<file path="src/rtl/frame_chain_dma_pkg.sv">
package frame_chain_dma_pkg;
  typedef enum logic [2:0] {
    ST_IDLE, ST_FETCH, ST_WAIT_SOF, ST_RUN, ST_WB
  } st_e;
  localparam int CHAIN_BIT = 0;  // follow next pointer
  localparam int WB_BIT    = 1;  // write done flag back
  localparam int DONE_BIT  = 31;
endpackage

</file>
<file path="src/rtl/frame_chain_dma_desc.sv">
module frame_chain_dma_desc #(
  parameter int AW = 32,
  parameter int DW = 32
) (
  input  logic          clk_i,
  input  logic          rst_ni,
  input  logic          load_i,
  input  logic [1:0]    idx_i,
  input  logic [DW-1:0] word_i,
  output logic [AW-1:0] buf_o,
  output logic [DW-1:0] ctrl_o,
  output logic [AW-1:0] next_o
);
  always_ff @(posedge clk_i or negedge rst_ni) begin
    if (!rst_ni) begin
      buf_o  <= '0;
      ctrl_o <= '0;
      next_o <= '0;
    end else if (load_i) begin
      case (idx_i)
        2'd0:    buf_o  <= word_i[AW-1:0];
        2'd1:    ctrl_o <= word_i;
        default: next_o <= word_i[AW-1:0];
      endcase
    end
  end
endmodule

</file>
<file path="src/rtl/frame_chain_dma_beats.sv">
module frame_chain_dma_beats #(
  parameter int MAXLEN = 4,
  localparam int CW = (MAXLEN > 1) ? $clog2(MAXLEN) : 1
) (
  input  logic          clk_i,
  input  logic          rst_ni,
  input  logic          beat_i,
  input  logic [CW-1:0] len_m1_i,
  output logic          last_o
);
  logic [CW-1:0] cnt_q;

  assign last_o = beat_i && (cnt_q == len_m1_i);

  always_ff @(posedge clk_i or negedge rst_ni) begin
    if (!rst_ni)     cnt_q <= '0;
    else if (beat_i) cnt_q <= last_o ? '0 : cnt_q + 1'b1;
  end
endmodule

</file>
<file path="src/rtl/frame_chain_dma.sv">
module frame_chain_dma
  import frame_chain_dma_pkg::*;
#(
  parameter int AW     = 32,
  parameter int DW     = 32,
  parameter int LVL_W  = 6,
  parameter int BURST  = 4,
  parameter int THRESH = 4
) (
  input  logic             clk_i,
  input  logic             rst_ni,
  input  logic             enable_i,
  input  logic [AW-1:0]    first_ptr_i,
  input  logic             frame_start_i,
  input  logic             frame_end_i,
  input  logic [LVL_W-1:0] fifo_level_i,
  input  logic [DW-1:0]    fifo_data_i,
  output logic             fifo_pop_o,
  output logic             mem_req_o,
  output logic             mem_we_o,
  output logic             mem_burst_o,
  output logic [AW-1:0]    mem_addr_o,
  output logic [DW-1:0]    mem_wdata_o,
  input  logic             mem_gnt_i,
  input  logic             mem_beat_i,
  input  logic [DW-1:0]    mem_rdata_i,
  output logic             done_irq_o,
  output logic             overrun_o
);
  localparam int CW = (BURST > 1) ? $clog2(BURST) : 1;
  localparam logic [AW-1:0] STEP = AW'(BURST * 4);

  st_e           state_q;
  logic [AW-1:0] ptr_q, addr_q;
  logic [1:0]    widx_q;
  logic          ph_q;       // data phase of current transaction
  logic          eof_seen_q, drop_q, en_q, irq_q, ovr_q;
  logic [AW-1:0] buf_w, next_w;
  logic [DW-1:0] ctrl_w;
  logic          beat_w, last_w, run_req, frame_done, drop_act, hazard;

  assign beat_w = mem_beat_i && ph_q;

  frame_chain_dma_desc #(.AW(AW), .DW(DW)) u_desc (
    .clk_i, .rst_ni,
    .load_i (state_q == ST_FETCH && beat_w),
    .idx_i  (widx_q),
    .word_i (mem_rdata_i),
    .buf_o  (buf_w),
    .ctrl_o (ctrl_w),
    .next_o (next_w)
  );

  frame_chain_dma_beats #(.MAXLEN(BURST)) u_beats (
    .clk_i, .rst_ni,
    .beat_i   (beat_w),
    .len_m1_i ((state_q == ST_RUN) ? CW'(BURST - 1) : '0),
    .last_o   (last_w)
  );

  assign run_req    = state_q == ST_RUN && !ph_q && fifo_level_i >= LVL_W'(THRESH);
  assign frame_done = state_q == ST_RUN && eof_seen_q && !ph_q && fifo_level_i == '0;
  assign hazard     = state_q == ST_FETCH || state_q == ST_WB;
  assign drop_act   = state_q == ST_IDLE || drop_q;

  always_comb begin
    mem_req_o   = hazard ? !ph_q : run_req;
    mem_we_o    = state_q == ST_RUN || state_q == ST_WB;
    mem_burst_o = state_q == ST_RUN;
    case (state_q)
      ST_FETCH: mem_addr_o = ptr_q + AW'({widx_q, 2'b00});
      ST_WB:    mem_addr_o = ptr_q + AW'(4);
      default:  mem_addr_o = addr_q;
    endcase
    mem_wdata_o = (state_q == ST_WB) ? (ctrl_w | (DW'(1) << DONE_BIT)) : fifo_data_i;
    fifo_pop_o  = (state_q == ST_RUN) ? beat_w : (drop_act && fifo_level_i != '0);
  end

  assign done_irq_o = irq_q;
  assign overrun_o  = ovr_q;

  always_ff @(posedge clk_i or negedge rst_ni) begin
    if (!rst_ni) begin
      state_q <= ST_IDLE;  ptr_q <= '0;  addr_q <= '0;  widx_q <= '0;
      ph_q <= 1'b0;  eof_seen_q <= 1'b0;  drop_q <= 1'b0;
      en_q <= 1'b0;  irq_q <= 1'b0;  ovr_q <= 1'b0;
    end else begin
      en_q  <= enable_i;
      irq_q <= 1'b0;
      ovr_q <= 1'b0;
      if (frame_start_i && hazard) begin
        drop_q <= 1'b1;
        ovr_q  <= 1'b1;
      end else if (frame_end_i) begin
        drop_q <= 1'b0;
      end
      if (mem_req_o && mem_gnt_i) ph_q <= 1'b1;
      case (state_q)
        ST_IDLE:
          if (enable_i && !en_q) begin
            ptr_q   <= first_ptr_i;
            widx_q  <= '0;
            state_q <= ST_FETCH;
          end
        ST_FETCH:
          if (beat_w) begin
            ph_q   <= 1'b0;
            widx_q <= widx_q + 1'b1;
            if (widx_q == 2'd2) state_q <= ST_WAIT_SOF;
          end
        ST_WAIT_SOF:
          if (frame_start_i) begin
            addr_q     <= buf_w;
            eof_seen_q <= 1'b0;
            state_q    <= ST_RUN;
          end
        ST_RUN: begin
          if (frame_end_i) eof_seen_q <= 1'b1;
          if (last_w) begin
            ph_q   <= 1'b0;
            addr_q <= addr_q + STEP;
          end
          if (frame_done) begin
            if (ctrl_w[WB_BIT])         state_q <= ST_WB;
            else if (ctrl_w[CHAIN_BIT]) begin
              ptr_q <= next_w;  widx_q <= '0;  state_q <= ST_FETCH;
            end else begin
              irq_q <= 1'b1;  state_q <= ST_IDLE;
            end
          end
        end
        ST_WB:
          if (beat_w) begin
            ph_q <= 1'b0;
            if (ctrl_w[CHAIN_BIT]) begin
              ptr_q <= next_w;  widx_q <= '0;  state_q <= ST_FETCH;
            end else begin
              irq_q <= 1'b1;  state_q <= ST_IDLE;
            end
          end
        default: state_q <= ST_IDLE;
      endcase
    end
  end

  // request held with stable address until granted
  assert_req_hold_R8: assert property (@(posedge clk_i) disable iff (!rst_ni)
    mem_req_o && !mem_gnt_i |=> mem_req_o && $stable(mem_addr_o));
  // reads are single beat
  assert_read_single_R8: assert property (@(posedge clk_i) disable iff (!rst_ni)
    mem_req_o && !mem_we_o |-> !mem_burst_o);
  // never pop an empty FIFO
  assert_no_pop_empty_R11: assert property (@(posedge clk_i) disable iff (!rst_ni)
    fifo_pop_o |-> fifo_level_i != '0);
  // in-frame pops only on accepted write beats
  assert_pop_on_beat_R4: assert property (@(posedge clk_i) disable iff (!rst_ni)
    fifo_pop_o && state_q == ST_RUN |-> mem_beat_i && ph_q);
  // no data burst outside a running frame
  assert_burst_in_frame_R3: assert property (@(posedge clk_i) disable iff (!rst_ni)
    mem_req_o && mem_burst_o |-> state_q == ST_RUN && mem_we_o);
  // done and overrun are one-cycle pulses
  assert_irq_pulse_R7: assert property (@(posedge clk_i) disable iff (!rst_ni)
    done_irq_o |=> !done_irq_o);
  assert_ovr_pulse_R9: assert property (@(posedge clk_i) disable iff (!rst_ni)
    overrun_o |=> !overrun_o);
endmodule

</file>
<file path="config.mk">
export PLATFORM = sky130hd
export DESIGN_NAME = frame_chain_dma
export DESIGN_NICKNAME = d
export VERILOG_FILES = /design/src/rtl/frame_chain_dma_pkg.sv /design/src/rtl/frame_chain_dma_desc.sv /design/src/rtl/frame_chain_dma_beats.sv /design/src/rtl/frame_chain_dma.sv
export SDC_FILE = /design/constraint.sdc
export NUM_CORES = 1
export LEC_CHECK = 0
export CAP_MARGIN = 15
export CORE_UTILIZATION = 54
export CTS_BUF_LIST = sky130_fd_sc_hd__clkbuf_4 sky130_fd_sc_hd__clkbuf_8
export DETAILED_ROUTE_END_ITERATION = 7
export PLACE_DENSITY = 0.84
export SLEW_MARGIN = 20
export SYNTH_ARGS = -nofsm -noshare
export SYNTH_HDL_FRONTEND = slang
export SYNTH_SLANG_ARGS = --single-unit
</file>
<file path="constraint.sdc">
create_clock -name clk_i -period 3.76 [get_ports clk_i]
set_input_delay 0.564 -clock clk_i [delete_from_list [all_inputs] [get_ports clk_i]]
set_output_delay 0.564 -clock clk_i [all_outputs]
set_load 0.1 [all_outputs]
</file>
Yosys cells after proc, flatten, opt, wreduce, memory -nomap -nowiden
Cells that the tools add are included.

storage, ports and cells
  register bits after elaboration = 172
  bits in latches = 0
  RAM bits = 0
  bits in read-only memories = 0
  input port bits = 109
  output and inout bits = 70
  word-level logic and storage cells = 118
  memories = 0

cells by class
  add/sub/neg operators = 5
  $mul = 0
  divide/modulo/power cells = 0
  magnitude comparators = 1
  eq/ne operators = 16
  shift-type cells = 0
  mux-type cells = 46
  bitwise gates (word level) = 1
  reductions and logical operators = 35

operator list
  kind                                                                      count
  32-bit two-way mux                                                        8
  32-bit case mux with 2 select lines                                       2
  32-bit case mux with 3 select lines                                       1
  32-bit by 3-bit adder with 32-bit output (second input constant)          1
  32-bit by 4-bit adder with 32-bit output                                  1
  32-bit by 5-bit adder with 32-bit output (second input constant)          1
  3-bit two-way mux                                                         7
  2-bit two-way mux                                                         8
  1-bit two-way mux                                                         15
  3-bit case mux with 5 select lines                                        1
  1-bit logical AND                                                         12
  6-bit AND reduction                                                       2
  2-bit inequality test (second input constant)                             5
  2-bit by 1-bit inequality test with 1-bit output (second input constant)  4
  2-bit case mux with 4 select lines                                        1
  3-bit by 2-bit == test with 1-bit output (second input constant)          2
  6-bit by 3-bit >= comparator with 1-bit output (second input constant)    1
  6-bit logical NOT                                                         1
  1-bit case mux with 2 select lines                                        3
  2-bit AND reduction                                                       3
  3-bit AND reduction                                                       2
  6-bit nonzero test                                                        1
  5-bit AND reduction                                                       1
  2-bit by 1-bit adder with 2-bit output (second input constant)            2
  14 further kinds                                                          19

Depth between registers and ports, before layout
  depth in word-level cells = 8
  depth in mapped cells = 13
  depth with buffers taken out = 9

Cells and area by module
A second synthesis with hierarchy kept.

second synthesis, totals
  cell total of the unflattened synthesis = 856
  area, all modules = 9,409.0 µm²

modules (own cells, without submodules)
  module                 instances  cells each  area each (µm²)  seq. area each (µm²)
  frame_chain_dma        1          638         5,705.5          1,876.8
  frame_chain_dma_desc   1          204         3,580.9          2,402.3
  frame_chain_dma_beats  1          14          122.6            50.0

Least setup slack after synthesis
OpenSTA, ideal clock, no wires.

  path kind = reg-to-output
  from = reg state_q[0]
  to = out mem_addr_o[28]
  data arrival time = 4,298 ps
  data required time = 3,196 ps
  setup slack = -1,102 ps
  cell stages (with the launch flop) = 14
  buffers on the path = 4
  cells stage by stage = dfrtp_1 > buf_4 > or3b_1 > buf_2 > clkbuf_1 > nand2_1 > ha_1 > inv_1 > fa_1 > or3_1 > buf_2 > nor4_2 > xnor2_1 > a21oi_1

between the ends
  word-level cells in the longest chain between the ends = 2
  elaborated cells between the ends (all ways) = 3

ends and longest elaborated chain
  what                                                                              RTL line                RTL
  start, declared                                                                   frame_chain_dma.sv:33   st_e state_q;
  start signal, assigned                                                            frame_chain_dma.sv:84   state_q <= ST_IDLE; ptr_q <= '0; addr_q <= '0; widx_q <= '0;
  start signal, assigned                                                            frame_chain_dma.sv:103  state_q <= ST_FETCH;
  start signal, assigned                                                            frame_chain_dma.sv:109  if (widx_q == 2'd2) state_q <= ST_WAIT_SOF;
  3-bit == test / 3-bit by 1-bit == test with 1-bit output (equally long branches)  frame_chain_dma.sv:70   case (state_q)
  32-bit case mux with 2 select lines (*)                                           frame_chain_dma.sv:70
  end, declared                                                                     frame_chain_dma.sv:22   output logic [AW-1:0] mem_addr_o,

Mark *: on every way between the ends. The rest lies on a longest branch, timed or not.

Worst setup path in the final report
  from = reg state_q[1]
  to = out mem_addr_o[30]

The elaborated chain is that of the path after synthesis.

==> results.json <==
{
  "rows": 47,
  "fin_crit_ns": 3.738,
  "htreeDepth": 4,
  "pin_count": 179,
  "slew_violations": 0,
  "synth_top_area_share_pct": 45.91,
  "via_count": 7684,
  "p_per_area_nw_per_um2": 904.2,
  "ir_drop_mv": 0.7827,
  "setup_slack_ns": 0.02166,
  "cp.required_ns": 3.20,
  "syn_inst": 930,
  "leakage_nw": 5.409,
  "ys_ff_latch": 172,
  "finalClockSkew_ns": 0.01076,
  "grt_start_max_net_pins": 75,
  "syn_area_um2": 9375,
  "cts-buffers-inserted": 17,
  "overflow": 0,
  "wire_per_inst_um": 18.72,
  "post-place-ws_ns": 0.1563,
  "wirelength_um": 24810,
  "syn_nets": 1046,
  "hold_violations": 0,
  "drt-vias-per-instance": 5.799,
  "fmax_mhz": 267.5,
  "drive_gt1_share_pct": 29.59,
  "cts_hold_buffers": 0,
  "path_class": "flip-flop to primary output",
  "hpwlAfterDp_um": 17830,
  "netlist_top_cells_area": "dfrtp_1, mux2_2, nand2_1",
  "start_util_pct": 55.94,
  "hold_path_class": "primary input to asynchronous set/reset pin",
  "ant_nets": 0,
  "ctsRootBufferMaster": "clkbuf_8",
  "async_reset_ff_share_pct": 100.0,
  "track_usage_pct": 29.24,
  "drv_cap": 0,
  "syn_to_final_growth_pct": 34.65,
  "clockBufferDepth": 2,
  "drc": 0,
  "fin_nets": 1209,
  "finalSetupViolCount": 0,
  "slew_headroom_pct": 33.95,
  "yosysWarnings": 0,
  "end_kind": "primary output",
  "cts_sinks": 172,
  "tightest_slew_ns": 0.9877,
  "synth_area_leader_cell": "dfrtp_1",
  "syn_area_per_cell_um2": 10.08,
  "drt-initial-drc-count": 632,
  "core_area_um2": 16760,
  "cp-start-kind": "flip-flop",
  "die_h_um": 133.8,
  "fp.dieArea_um2": 17890,
  "synth-seq-area-share_pct": 45.91,
  "clk_latency_ns": 0.48,
  "antenna_found_initial": 0,
  "worstPathMaxFanout": 7,
  "grt_pass1_wl_um": 40710,
  "io_buffers": 178,
  "path_clk_slew_ns": 0.09,
  "p_total_w": 0.01141,
  "cts_tree": "yes",
  "antenna_cells": 0,
  "rsz0062_at_grt": "yes",
  "synth.distinct_cells": 62,
  "synth_edf_count": 0,
  "grt_pass1_vias": 8035,
  "fin_crit_sh_pct": 99.42,
  "synth-main-ff-cell": "dfrtp_1",
  "firstDrtPassIters": 5,
  "status": "finished clean",
  "gp_congestion": 0.8733,
  "arrival_ns": 3.17,
  "chipWidth_um": 133.8
}
==> critical path: stages, from the launching register on <==
cell and delay (ns):
dfrtp_1 0.39, or3b_4 0.44, nand2_4 0.09, ha_4 0.13, inv_2 0.03, fa_2 0.33
or3_4 0.44, nor4_4 0.34, xnor2_2 0.12, a21oi_4 0.20, buf_12 0.19
==> per-layer routing <==
metal  wire [µm]  track usage [%]
met4         590            10.54
met2       12570            49.94
met1       10320            36.81
met5           0                0
met3        1323            5.670
==> synthesized netlist by cell type (11+ instances only) <==
library cell  instances
xnor2_1              21
and3_1               14
nand2_1             132
buf_2                24
nor3_1               18
inv_1                11
a21oi_1              65
a21oi_2              31
o21ai_0              24
nand3_1              27
nor2_1               90
dfrtp_1             172
mux2i_1              33
clkbuf_1             20
mux2_2              105
==> area by class of cell <==
type | instances | area (µm²)
Multi-Input combinational cell | 685 | 4987
Clock buffer | 20 | 269.0
Timing Repair Buffer | 205 | 2654
Inverter | 12 | 45.04
Sequential cell | 172 | 4304
Fill cell | 1117 | 4136
Clock inverter | 11 | 88.84
Tap cell | 220 | 275.3
==> report_power, final <==
part           total [W]  internal (W)  switching, W
sequential       0.00340       0.00267      0.000729
combinational    0.00681       0.00256       0.00425
clock            0.00121      0.000502      0.000706
total             0.0114       0.00573       0.00568
==> kinds of logic after synthesis <==
| group | synth area share, % |
|---|---|
| AO/OA/AOI/OAI | 12.29 |
| XOR/XNOR | 2.709 |
| multiplexers | 16.14 |
| AND/OR/NAND/NOR | 17.76 |
| buffers and inverters | 4.177 |
| flip-flops | 45.91 |
| adder cells (fa/ha/maj) | 1.014 |
==> sequential cells by signal (all words and copies together) (netlist names) <==
register and flops:
addr_q 32, done_irq_o 1, drop_q 1, en_q 1, eof_seen_q 1, overrun_o 1
ph_q 1, ptr_q 32, state_q 3, u_beats.cnt_q 2, u_desc.buf_o 32, u_desc.ctrl_o 31
u_desc.next_o 32, widx_q 2
==> path summary, 6_finish.rpt <==
path	startpoint	end	slack, ns	cells past startpoint
min in group clk_i	drop_q	drop_q	0.50	1
max	state_q[1]	mem_addr_o[30]	0.02	10
max in group asynchronous	rst_ni	ptr_q[19]	2.83	2
min	rst_ni	u_desc.ctrl_o[10]	0.07	1
min reg2reg	drop_q	drop_q	0.50	1
max reg2reg	state_q[2]	addr_q[26]	1.26	7
==> stage by stage <==
step / hold WS [ns] / utilization (%) / instances / area [µm²] / setup TNS, ns
6_report: 0.07107 / 75.32 / 1325 / 12620 / 0
5_1_grt: 0.1194 / 75.32 / 1325 / 12620 / -0.4143
4_1_cts: 0.08647 / 74.87 / 1324 / 12550 / -0.008526
3_5_place_dp: 0.4844 / 72.25 / 1291 / 12110 / 0
3_3_place_gp: 0.4736 / 72.25 / 1291 / 12110 / 0
2_1_floorplan: 0.2684 / - / 930 / 9587 / -0.2676
==> cell usage in the layout, fill, tap and decap left out, types with 10 or more instances in the layout <==
master	n
clkdlybuf4s50_1	109
a21oi_2	50
and3_1	14
buf_12	67
inv_1	10
a21oi_1	38
mux2i_1	33
nand3_1	27
buf_4	28
mux2_2	105
clkbuf_8	19
nor2_1	90
dfrtp_1	172
nand2_1	130
xnor2_1	17
nor3_1	17
o21ai_0	24
==> timing repair <==
item	in CTS	in global routing
pin swaps	9	12
buffers inserted	2	1
gates resized for setup	10	9
endpoints found under the setup margin	19	18
(Power assumes the default switching activity.)
